[src/rtl/sdp_pkg.sv]
package sdp_pkg;
  localparam int BYTE_W = 8;

  localparam logic [BYTE_W-1:0] K_AA = 8'hAA;
  localparam logic [BYTE_W-1:0] K_55 = 8'h55;
  localparam logic [BYTE_W-1:0] K_A0 = 8'hA0;
  localparam logic [BYTE_W-1:0] K_80 = 8'h80;
  localparam logic [BYTE_W-1:0] K_20 = 8'h20;

  typedef enum logic [2:0] {
    CMD_NONE,
    CMD_AA_A,
    CMD_55_B,
    CMD_A0_A,
    CMD_80_A,
    CMD_20_A
  } cmd_e;

  typedef enum logic [2:0] {
    ST_IDLE,
    ST_U1,
    ST_U2,
    ST_L3,
    ST_L4,
    ST_L5,
    ST_OPEN
  } seq_st_e;
endpackage

[src/rtl/sdp_cmd_match.sv]
module sdp_cmd_match
  import sdp_pkg::*;
#(
  parameter int ADDR_W  = 21,
  parameter bit ODD_SEG = 1'b0,
  parameter bit HI_PAIR = 1'b0
) (
  input  logic [ADDR_W-1:0] addr_i,
  input  logic [BYTE_W-1:0] data_i,
  output cmd_e              cmd_o
);
  localparam logic [ADDR_W-1:0] TOP_BIT = ADDR_W'(HI_PAIR) << (ADDR_W - 1);
  localparam logic [ADDR_W-1:0] SEQ_A   = ADDR_W'(32'h0AAAA | 32'(ODD_SEG)) | TOP_BIT;
  localparam logic [ADDR_W-1:0] SEQ_B   = ADDR_W'(32'h05554 | 32'(ODD_SEG)) | TOP_BIT;

  logic hit_a, hit_b;
  assign hit_a = (addr_i == SEQ_A);
  assign hit_b = (addr_i == SEQ_B);

  always_comb begin
    cmd_o = CMD_NONE;
    if (hit_a) begin
      unique case (data_i)
        K_AA:    cmd_o = CMD_AA_A;
        K_A0:    cmd_o = CMD_A0_A;
        K_80:    cmd_o = CMD_80_A;
        K_20:    cmd_o = CMD_20_A;
        default: cmd_o = CMD_NONE;
      endcase
    end else if (hit_b && data_i == K_55) begin
      cmd_o = CMD_55_B;
    end
  end
endmodule

[src/rtl/sdp_seq_fsm.sv]
module sdp_seq_fsm
  import sdp_pkg::*;
(
  input  logic clk_i,
  input  logic rst_ni,
  input  logic wr_valid_i,
  input  cmd_e cmd_i,
  input  logic load_end_i,
  output logic prot_o,
  output logic window_o
);
  seq_st_e st_q, st_d;
  logic    prot_q, prot_d;

  always_comb begin
    st_d   = st_q;
    prot_d = prot_q;
    unique case (st_q)
      ST_OPEN: if (load_end_i) st_d = ST_IDLE;
      ST_IDLE: if (wr_valid_i) st_d = (cmd_i == CMD_AA_A) ? ST_U1 : ST_IDLE;
      ST_U1:   if (wr_valid_i) st_d = (cmd_i == CMD_55_B) ? ST_U2 : ST_IDLE;
      ST_U2: begin
        if (wr_valid_i) begin
          if (cmd_i == CMD_A0_A) begin
            st_d   = ST_OPEN;
            prot_d = 1'b1;
          end else if (cmd_i == CMD_80_A) begin
            st_d = ST_L3;
          end else begin
            st_d = ST_IDLE;
          end
        end
      end
      ST_L3:   if (wr_valid_i) st_d = (cmd_i == CMD_AA_A) ? ST_L4 : ST_IDLE;
      ST_L4:   if (wr_valid_i) st_d = (cmd_i == CMD_55_B) ? ST_L5 : ST_IDLE;
      ST_L5: begin
        if (wr_valid_i) begin
          st_d = ST_IDLE;
          if (cmd_i == CMD_20_A) prot_d = 1'b0;
        end
      end
      default: st_d = ST_IDLE;
    endcase
  end

  always_ff @(posedge clk_i or negedge rst_ni) begin
    if (!rst_ni) begin
      st_q   <= ST_IDLE;
      prot_q <= 1'b0;
    end else begin
      st_q   <= st_d;
      prot_q <= prot_d;
    end
  end

  assign prot_o   = prot_q;
  assign window_o = (st_q == ST_OPEN);


  prot_rise_chk: assert property (@(posedge clk_i) disable iff (!rst_ni)
    $rose(prot_q) |-> $past(wr_valid_i && cmd_i == CMD_A0_A));

  prot_fall_chk: assert property (@(posedge clk_i) disable iff (!rst_ni)
    $fell(prot_q) |-> $past(wr_valid_i && cmd_i == CMD_20_A));

  open_locked_chk: assert property (@(posedge clk_i) disable iff (!rst_ni)
    (st_q == ST_OPEN) |-> prot_q);

  end_idle_chk: assert property (@(posedge clk_i) disable iff (!rst_ni)
    ($past(load_end_i && !wr_valid_i) && $past(st_q) != ST_OPEN) |-> $stable(st_q));
endmodule

[src/rtl/sdp_write_gate.sv]
module sdp_write_gate
  import sdp_pkg::*;
#(
  parameter int ADDR_W = 21
) (
  input  logic              clk_i,
  input  logic              rst_ni,
  input  logic              wr_valid_i,
  input  logic [ADDR_W-1:0] wr_addr_i,
  input  logic [BYTE_W-1:0] wr_data_i,
  input  logic              prot_i,
  input  logic              window_i,
  output logic              accept_o,
  output logic              drop_o,
  output logic [ADDR_W-1:0] pass_addr_o,
  output logic [BYTE_W-1:0] pass_data_o
);
  logic let_through;
  assign let_through = !prot_i || window_i;

  always_ff @(posedge clk_i or negedge rst_ni) begin
    if (!rst_ni) begin
      accept_o    <= 1'b0;
      drop_o      <= 1'b0;
      pass_addr_o <= '0;
      pass_data_o <= '0;
    end else begin
      accept_o <= wr_valid_i && let_through;
      drop_o   <= wr_valid_i && !let_through;
      if (wr_valid_i && let_through) begin
        pass_addr_o <= wr_addr_i;
        pass_data_o <= wr_data_i;
      end
    end
  end


  pulse_src_chk: assert property (@(posedge clk_i) disable iff (!rst_ni)
    (accept_o || drop_o) |-> $past(wr_valid_i));

  fwd_data_chk: assert property (@(posedge clk_i) disable iff (!rst_ni)
    accept_o |-> (pass_data_o == $past(wr_data_i) && pass_addr_o == $past(wr_addr_i)));

  drop_hold_chk: assert property (@(posedge clk_i) disable iff (!rst_ni)
    drop_o |-> ($stable(pass_data_o) && $stable(pass_addr_o)));
endmodule

[src/rtl/sdp_guard.sv]
module sdp_guard
  import sdp_pkg::*;
#(
  parameter int ADDR_W  = 21,
  parameter bit ODD_SEG = 1'b0,
  parameter bit HI_PAIR = 1'b0
) (
  input  logic              clk_i,
  input  logic              rst_ni,
  input  logic              wr_valid_i,
  input  logic [ADDR_W-1:0] wr_addr_i,
  input  logic [7:0]        wr_data_i,
  input  logic              load_end_i,
  output logic              protected_o,
  output logic              accept_o,
  output logic              drop_o,
  output logic [ADDR_W-1:0] pass_addr_o,
  output logic [7:0]        pass_data_o
);
  cmd_e cmd;
  logic prot, window;

  sdp_cmd_match #(
    .ADDR_W (ADDR_W),
    .ODD_SEG(ODD_SEG),
    .HI_PAIR(HI_PAIR)
  ) u_match (
    .addr_i(wr_addr_i),
    .data_i(wr_data_i),
    .cmd_o (cmd)
  );

  sdp_seq_fsm u_fsm (
    .clk_i     (clk_i),
    .rst_ni    (rst_ni),
    .wr_valid_i(wr_valid_i),
    .cmd_i     (cmd),
    .load_end_i(load_end_i),
    .prot_o    (prot),
    .window_o  (window)
  );

  sdp_write_gate #(.ADDR_W(ADDR_W)) u_gate (
    .clk_i      (clk_i),
    .rst_ni     (rst_ni),
    .wr_valid_i (wr_valid_i),
    .wr_addr_i  (wr_addr_i),
    .wr_data_i  (wr_data_i),
    .prot_i     (prot),
    .window_i   (window),
    .accept_o   (accept_o),
    .drop_o     (drop_o),
    .pass_addr_o(pass_addr_o),
    .pass_data_o(pass_data_o)
  );

  assign protected_o = prot;


  no_pass_locked_chk: assert property (@(posedge clk_i) disable iff (!rst_ni)
    ($past(wr_valid_i && prot && !window)) |-> (drop_o && !accept_o));
endmodule

[config.mk]
export PLATFORM = sky130hd
export DESIGN_NAME = sdp_guard
export DESIGN_NICKNAME = d
export VERILOG_FILES = /design/src/rtl/sdp_pkg.sv /design/src/rtl/sdp_cmd_match.sv /design/src/rtl/sdp_seq_fsm.sv /design/src/rtl/sdp_write_gate.sv /design/src/rtl/sdp_guard.sv
export SDC_FILE = /design/constraint.sdc
export NUM_CORES = 1
export LEC_CHECK = 0
export BUFFER_PORTS_ARGS = -buffer_cell sky130_fd_sc_hd__buf_4
export CAP_MARGIN = 20
export CORE_UTILIZATION = 40
export CTS_CLUSTER_DIAMETER = 30
export DETAILED_ROUTE_END_ITERATION = 8
export GPL_TIMING_DRIVEN = 0
export HOLD_SLACK_MARGIN = 0.15
export PLACE_DENSITY = 0.65
export SETUP_SLACK_MARGIN = 0.5
export SLEW_MARGIN = 25
export SYNTH_ARGS = -nofsm -noshare
export SYNTH_HDL_FRONTEND = slang
export SYNTH_SLANG_ARGS = --single-unit
[constraint.sdc]
create_clock -name clk_i -period 4.3 [get_ports clk_i]
set_clock_uncertainty 0.1 [all_clocks]
set_input_delay 0.43 -clock clk_i [delete_from_list [all_inputs] [get_ports clk_i]]
set_output_delay 0.43 -clock clk_i [all_outputs]
set_load 0.1 [all_outputs]
# Yosys cells after proc, flatten, opt, wreduce, memory -nomap -nowiden
# Cells that the tools add are included.
# Widths: inputs -> output; s select.
# word_totals
output_inout_bits	32
in_bits	33
register_bits	35
# classes
mux	22
n_reduce_logical	10
eq_ne	27
# ops
op	count
$mux 3	11
$eq 8x8->1 const B	3
$eq 21x15->1 const B	1
$eq 21x16->1 const B	1
$pmux 3 s7	1
$eq 3x3->1 const B	5
$ne 2x2->1 const B	7
$eq 3x2->1 const B	4
$pmux 3 s4	1
$eq 8x6->1 const B	1
$eq 8x7->1 const B	1
$reduce_and 7->1	1
$eq 3x1->1 const B	2
$mux 2	3
$mux 1	5
$reduce_and 5->1	1
$ne 2x1->1 const B	2
$logic_and 1x1->1	3
$logic_not 3->1	1
$logic_not 1->1	2
$pmux 1 s2	1
$reduce_bool 2->1	1
$logic_or 1x1->1	1

# Logic depth before layout (Yosys ltp)
# Gate-level depths: netlist of the first run.
# logic_depth
ltp_word	9
mapped_depth	6
depth_no_buf	5

# By module
# From an unflattened synthesis of the first run, not the netlist that was laid out.
# unflattened
cells_unflattened	136
area_unflattened_um2	1849.3
# by_module_without_submodules
mod	cells_each	area_each_um2	instances	seq_area_each_um2
sdp_write_gate	68	1281.2	1	775.7
sdp_seq_fsm	41	331.6	1	100.1
sdp_cmd_match	27	236.5	1	0.0

# Worst setup path before layout of the first run
# OpenSTA, ideal clock, no wires.
# synth_timing
path_kind	register to register
start	register u_fsm.prot_q (netlist: u_fsm.prot_o)
end	register u_gate.pass_addr_o[18]
slack_ps	2270
path_stages_with_launch	5
t_arrival_ps	1801
n_path_buf	1
period_less_slack_ps	2030
setup_ps	128
required_time_ps	4072
cell_sequence	dfrtp_1 -> o21ai_1 -> and2_1 -> buf_2 -> mux2_1
# synth_via
elab_chain_cells	3
# synth_lines
item	line	text
start, declared	sdp_seq_fsm.sv:13	logic prot_q, prot_d;
start signal, assigned	sdp_seq_fsm.sv:52	prot_q <= prot_d;
$logic_not 1->1	sdp_write_gate.sv:19	assign let_through = !prot_i || window_i;
$logic_or 1x1->1	sdp_write_gate.sv:19	
$logic_and 1x1->1	sdp_write_gate.sv:30	if (wr_valid_i && let_through) begin
end signal, assigned	sdp_write_gate.sv:31	pass_addr_o <= wr_addr_i;
end, declared	sdp_write_gate.sv:15	output logic [ADDR_W-1:0] pass_addr_o,
# No other way between the ends.
# A chain may end at the register's enable or synchronous reset.

# Worst setup path after layout of the first run
# layout_timing
start	register u_fsm.st_q[2]
end	register u_gate.pass_data_o[1]
# layout_via
elab_chain_cells	3
# layout_lines
item	line	text
start, declared	sdp_seq_fsm.sv:12	seq_st_e st_q, st_d;
start signal, assigned	sdp_seq_fsm.sv:51	st_q <= st_d;
$eq 3x3->1	sdp_seq_fsm.sv:57	assign window_o = (st_q == ST_OPEN);
$logic_or 1x1->1	sdp_write_gate.sv:19	
$logic_and 1x1->1	sdp_write_gate.sv:30	
end signal, assigned	sdp_write_gate.sv:32	pass_data_o <= wr_data_i;
end, declared	sdp_write_gate.sv:16	output logic [BYTE_W-1:0] pass_data_o
# No other way between the ends.

==> reports/results.tsv, run 1 <==
stage	metric	value	unit
status	status	finished, final reports clean	
detailed_routing	drc_errors	0	
placed_design	hpwl	2.98	mm
detailed_routing	drt_pass1_iterations	4	
hold_path	hp-class	in -> reg	
worst_setup_path	r2r-end	u_gate.pass_data_o[1]$_DFFE_PN0P_	
timing	min_period	1.79	ns
clock_tree	cts-root-buf	clkbuf_8	
worst_setup_path	regToRegStartpoint	u_fsm.st_q[2]$_DFFE_PN0P_	
die	start_util	41.6	%
placed_design	place_inst	241	
placed_design	gp_routability_congestion	0.818	
clock_tree	h-tree-depth	2	
pwr	ir_drop	0.000254	V
clock_tree	numClockSinks	35	
timing	slew-limit-headroom	70.4	%
hold_path	min_to	u_gate.pass_addr_o[18]$_DFFE_PN0P_	
timing	slew_violations	0	
timing	setup_viol	0	
logic_synthesis	yosysSeqAreaShare	52.7	%
clock_tree	worstSkewPairLatency	0.28	ns
detailed_routing	via_count	1300	
clock_tree	cts_inserted_buffers	5	
die	die_area	0.00442	mm2
die	num_io_pins	65	
layout	drive_gt1_share	58.0	%
pwr	powerDensity	435	mW/mm2
layout	final_cells	250	
worst_setup_path	cp_max_fo	10	
detailed_routing	wl_per_cell	15.7	um
detailed_routing	drt_iter0_markers	77	
timing	fmax	558	MHz
logic_synthesis	synthCells	127	
die	std_cell_rows	23	
timing	timing_hold_violations_final	0	
flow_run	maxCapViolations	0	
hold_path	min-delay-start	wr_addr_i[18]	
global_routing	grt_max_degree	36	
logic_synthesis	syn_nets	160	
logic_synthesis	synth-edff-count	0	
logic_synthesis	syn_area_per_cell	13.1	um2
logic_synthesis	synth.distinct_cells	31	
worst_setup_path	cp-end-kind	flip-flop	
logic_synthesis	ys_ff_latch	35	
worst_setup_path	timing.reg2reg.setup_slack	2.51	ns
worst_setup_path	worstPathRequired	4.37	ns
logic_synthesis	synthesis.area	0.00166	mm2
logic_synthesis	yosys-top-cells-count	35 x dfrtp_1, 27 x mux2_2, 8 x nor2_1	
clock_tree	cts_setup_buffers	0	
layout	area_growth_syn_to_layout	40.3	%
layout	antenna_cells	0	
die	fp.coreArea	0.00400	mm2
global_routing	antenna_found_initial	0	
layout	nets	232	
clock_tree	cts_tree	done	
worst_setup_path	arrival	1.86	ns
clock_tree	cts_buffer_depth	2	
logic_synthesis	synth.most_common_cell	dfrtp_1	
logic_synthesis	yosys_most_used_dff	dfrtp_1	
timing	grt_setup_unrepaired	false	
pwr	power	1020	uW
logic_synthesis	ys_warn_count	0	
hold_path	whs_path_depth	2	
global_routing	grt_pass1_vias	1347	
timing	setup_tns	0	ns
worst_setup_path	path_class	reg -> reg	
detailed_routing	antenna_left	0	
clock_tree	clk_pin_slew_worst_paths	0.07	ns
detailed_routing	finalWirelength	3.93	mm
die	die_w	66.5	um
logic_synthesis	synth_top_area_share	52.7	%
worst_setup_path	startpoint_type	flip-flop	
global_routing	grt_pass1_wl	6.29	mm
die	die_y	66.5	um
global_routing	gr-usage-all-layers	19.6	%
logic_synthesis	yosys.area.top_type	dfrtp_1	
timing	finalCritPeriodShare	41.6	%
detailed_routing	avgViaCountPerCell	5.20	
worst_setup_path	worst-r2r-cell-count	6	
placed_design	io_buffers	64	
timing	worstMarginPinSlew	0.443	ns
global_routing	grt_overflow	0	
logic_synthesis	synth.top_cells.by_area	dfrtp_1 53%, mux2_2 18%, nor4bb_1 2.4%, and4b_1 1.8%, nor2_1 1.8%	
pwr	p_leak	0.00108	uW
logic_synthesis	synth-async-reset-ratio	100	%
worst max path at each step:
stage,endpoint,startpoint
after global placement,u_fsm.st_q[0]$_DFFE_PN0P_,wr_data_i[1]
final,u_gate.pass_data_o[1]$_DFFE_PN0P_,u_fsm.st_q[2]$_DFFE_PN0P_
after detailed placement,u_fsm.st_q[0]$_DFFE_PN0P_,wr_data_i[1]
after floorplan,u_gate.pass_addr_o[18]$_DFFE_PN0P_,u_fsm.prot_o$_DFFE_PN0P_
after global routing,u_gate.pass_data_o[3]$_DFFE_PN0P_,u_fsm.st_q[2]$_DFFE_PN0P_
after CTS,u_gate.pass_data_o[2]$_DFFE_PN0P_,u_fsm.st_q[2]$_DFFE_PN0P_
layer usage:
metal / vias up / GRT usage, % / routed length, um
met4: 0 / 7.18 / 53
met2: 36 / 33.5 / 2030
met3: 5 / 5.65 / 174
li1: 619 / - / -
met1: 640 / 23.2 / 1670
met5: - / 0 / 0
registers in the layout (all words and copies together) (netlist names):
signal and count:
u_gate.accept_o 1, u_gate.pass_data_o 8, u_fsm.prot_o 1, u_fsm.st_q 3, u_gate.pass_addr_o 21, u_gate.drop_o 1
final cells by class:
type                            count  area, um2
Fill cell                         357       1670
Inverter                            3       11.3
Clock inverter                      2       35.0
Tap cell                           50       62.6
Sequential cell                    35        876
Clock buffer                        6       82.6
Buffer                              6       43.8
Multi-Input combinational cell     83        732
Timing Repair Buffer               65        490
power breakdown:
group,internal [uW],total [uW],switching (uW)
combinational,84.3,343,259
sequential,357,371,14.1
clock,187,301,114
cells by family after synthesis:
group,after synthesis,synth area share (%)
AO/OA/AOI/OAI,16,6.77
buffers and inverters,9,3.31
flip-flops,35,52.7
multiplexers,29,19.6
AND/OR/NAND/NOR,38,17.6
worst max-delay path: stages (launching register included):
cell and delay, ns:
dfrtp_1 0.35, buf_4 0.16, nand2_1 0.08, o21ai_1 0.15, and2_1 0.17, buf_2 0.28
mux2_2 0.38
placed cells by master (no fill, tap or decap), drive strengths merged:
| cell type | Yosys | layout |
|---|---|---|
| nor3 | 3 | 3 |
| mux2 | 29 | 29 |
| nor3b | 1 | 1 |
| and3 | 1 | 1 |
| dlygate4sd3 | 0 | 1 |
| o21ai | 8 | 8 |
| a22oi | 1 | 1 |
| a31oi | 2 | 2 |
| and2 | 1 | 1 |
| and4bb | 2 | 2 |
| clkinv | 0 | 1 |
| nor2 | 8 | 8 |
| nand4 | 4 | 4 |
| buf | 5 | 69 |
| dfrtp | 35 | 35 |
| and2b | 1 | 1 |
| a32oi | 3 | 3 |
| inv | 3 | 3 |
| nor4bb | 4 | 4 |
| o211a | 1 | 1 |
| and4b | 3 | 3 |
| clkbuf | 1 | 7 |
| nand2 | 6 | 6 |
| nor4b | 1 | 1 |
| o41ai | 1 | 1 |
| nor4 | 2 | 2 |
| bufinv | 0 | 1 |
| or4b | 1 | 1 |
metrics by stage:
| stage | setup slack [ns] | hold WS, ns | utilization (%) | cell area [um2] |
|---|---|---|---|---|
| 6_report | 2.51 | 0.284 | 58.3 | 2330 |
| 5_1_grt | 2.39 | 0.284 | 58.3 | 2330 |
| 4_1_cts | 2.50 | 0.274 | 58.3 | 2330 |
| 3_5_place_dp | 2.31 | 0.313 | 55.1 | 2210 |
| 3_3_place_gp | 2.33 | 0.305 | 55.1 | 2210 |
| 2_1_floorplan | 2.27 | 0.0344 | - | 1660 |
repair_timing:
item,4_1_cts,5_1_grt
hold buffers,1,0
gates resized for setup,0,0
hold endpoints to repair,35,0
(Power assumes the default switching activity.)
==> run 2: changes to the inputs <==
clock period = 1.77 ns   (was 4.3 ns; I/O delays follow)
==> run 2 against run 1 <==
Against the previous run:
- sequential cell count stayed put
- cell area rose by 23%
- power rose by 140%
- final cell count is 14% higher
- clock power is 93% higher
- maximum frequency increased by 2.7%
- routed wire length grew 18%
- first-iteration DRC count is 17% lower
==> reports/results.tsv, run 2 (synthesis results as in run 1) <==
stage	metric	value	unit
layout	design_area	0.00286	mm2
detailed_routing	drc_errors	0	
worst_setup_path	regToRegStartpoint	u_fsm.st_q[2]$_DFFE_PN0P_	
detailed_routing	drt_pass1_iterations	4	
layout	top_register	u_gate.pass_addr_o	
worst_setup_path	cp.depth	5	
die	std_cell_rows	23	
timing	finalCritPeriodShare	98.5	%
detailed_routing	antenna_left	0	
global_routing	grt_overflow	0	
global_routing	grt_pass1_wl	6.98	mm
clock_tree	worstSkewPairLatency	0.28	ns
layout	antenna_cells	0	
die	die_area	0.00442	mm2
die	die_y	66.5	um
detailed_routing	wl_per_cell	16.4	um
clock_tree	clk_pin_slew_worst_paths	0.07	ns
status	status	finished, final reports clean	
pwr	ir_drop	0.000406	V
timing	timing_hold_violations_final	0	
detailed_routing	finalWirelength	4.65	mm
layout	top_regs	u_gate.pass_addr_o x21, u_gate.pass_data_o x8, u_fsm.st_q x3	
placed_design	io_buffers	64	
layout	area_growth_syn_to_layout	72.2	%
worst_setup_path	cp-end-kind	flip-flop	
worst_setup_path	critical-path-top-delay-family	simple AND/OR/NAND/NOR gates	
clock_tree	h-tree-depth	2	
timing	worstMarginPinSlew	0.439	ns
clock_tree	cts_inserted_buffers	5	
layout	largest_reg_flops	21	
timing	grt_setup_unrepaired	true	
layout	nFillCells	279	
layout	final_cell_mix	67 x buf_4, 34 x dfrtp_1, 32 x dlygate4sd3_1, 28 x mux2_4, 8 x nor2_1	
placed_design	hpwl	2.94	mm
worst_setup_path	critPathBufInv	0	
worst_setup_path	worst-r2r-cell-count	5	
global_routing	gr-usage-all-layers	22.4	%
clock_tree	cts-root-buf	clkbuf_8	
pwr	p_leak	0.00139	uW
placed_design	gp_routability_congestion	0.824	
timing	fmax	573	MHz
layout	final_common_cell	buf_4	
clock_tree	numClockSinks	35	
detailed_routing	drt_iter0_markers	64	
placed_design	placed_area	0.00235	mm2
worst_setup_path	slowest_delay	0.50	ns
pwr	powerDensity	856	mW/mm2
worst_setup_path	r2r-end	u_fsm.st_q[0]$_DFFE_PN0P_	
worst_setup_path	path_class	reg -> reg	
flow_run	maxCapViolations	0	
layout	nets	267	
die	start_util	41.6	%
worst_setup_path	crit_path_end	u_fsm.st_q[0]$_DFFE_PN0P_	
worst_setup_path	crit_start	u_fsm.st_q[2]$_DFFE_PN0P_	
die	num_io_pins	65	
layout	register_area	880	um2
global_routing	grt_pass1_vias	1426	
die	die_w	66.5	um
detailed_routing	via_count	1471	
worst_setup_path	timing.reg2reg.setup_slack	0.03	ns
timing	slew_violations	0	
worst_setup_path	cp_max_fo	4	
worst_setup_path	startpoint_type	flip-flop	
layout	drive_gt1_share	52.6	%
timing	slew-limit-headroom	70.7	%
detailed_routing	avgViaCountPerCell	5.18	
clock_tree	cts_buffer_depth	2	
die	fp.coreArea	0.00400	mm2
layout	multi_input_area	852	um2
worst_setup_path	cp_slowest_cell	or4b_4	
hold_path	hp-class	in -> reg	
timing	hold-worst-slack	0.174	ns
global_routing	antenna_found_initial	0	
global_routing	grt_max_degree	36	
timing	setup_viol	0	
worst_setup_path	path_cells	or4b_4, nor3b_4, nor4b_4, a32oi_1, o21ai_1	
timing	min_period	1.74	ns
worst_setup_path	arrival	1.85	ns
clock_tree	cts_tree	done	
worst_setup_path	worstPathRequired	1.88	ns
-- run 2: cell types whose count changed in the layout (fill, tap and decap cells not counted), moves of 3 or more --
cell           before  now
buf_12              0    5
buf_2               3    0
mux2_2             27    0
mux2_4              0   28
dlygate4sd3_1       1   32
-- run 2: worst min-delay path by stage --
stage	start	end	slack, ns	depth (start not counted)
after CTS	load_end_i	u_fsm.st_q[1]$_DFFE_PN0P_	0.17	6
after global placement	rst_ni	u_gate.accept_o$_DFF_PN0_	0.05	1
after detailed placement	rst_ni	u_gate.pass_addr_o[11]$_DFFE_PN0P_	0.06	1
final	load_end_i	u_fsm.st_q[1]$_DFFE_PN0P_	0.17	6
after global routing	load_end_i	u_fsm.st_q[1]$_DFFE_PN0P_	0.20	6
after floorplan	rst_ni	u_fsm.st_q[0]$_DFFE_PN0P_	-0.22	0
-- run 2: final cells by class --
type	count	area share, %
clock buffers	6	2.88
clock inverters	1	0.175
plain buffers	6	3.10
repair buffers	100	30.8
well taps	50	2.19
flip-flops and latches	35	30.7
multi-input cells	83	29.8
inverters	3	0.393
-- run 2: stage by stage --
step / utilization, % / setup TNS (ns) / total power (uW) / setup WS [ns] / std cells
2_1_floorplan: - / 0 / 1570 / 0.128 / 127
3_3_place_gp: 58.8 / -0.0239 / 1800 / -0.0139 / 241
3_5_place_dp: 58.8 / -0.0129 / 1810 / -0.00802 / 241
4_1_cts: 70.4 / 0 / 2450 / 0.0193 / 283
5_1_grt: 71.6 / -0.634 / 2540 / -0.0786 / 284
6_report: 71.6 / 0 / 2450 / 0.0260 / 284
-- run 2: worst register-to-register path: cells and delay by family (launching register included) --
family / cells / cell delay, ns
AO/OA/AOI/OAI: 2 / 0.18
AND/OR/NAND/NOR: 3 / 1.02
flip-flops: 1 / 0.38
-- run 2: metal layers --
metal	global-route usage [%]	routed length, um
met5	0	0
met4	7.98	74
met3	5.31	289
met2	37.0	2340
met1	28.6	1950
-- run 2: power breakdown --
group | internal (uW) | total [uW] | switching, uW
logic | 313 | 964 | 650
registers | 868 | 907 | 39.2
clock network | 305 | 581 | 276
-- run 2: repair_timing --
item                                    in CTS  in global routing
hold buffers                                32                  0
pin swaps                                    3                  2
cloned                                       1                  0
gates resized for setup                      2                  5
endpoints found under the hold margin       68                  0
endpoints found under the setup margin      35                 35
setup buffers                                2                  1
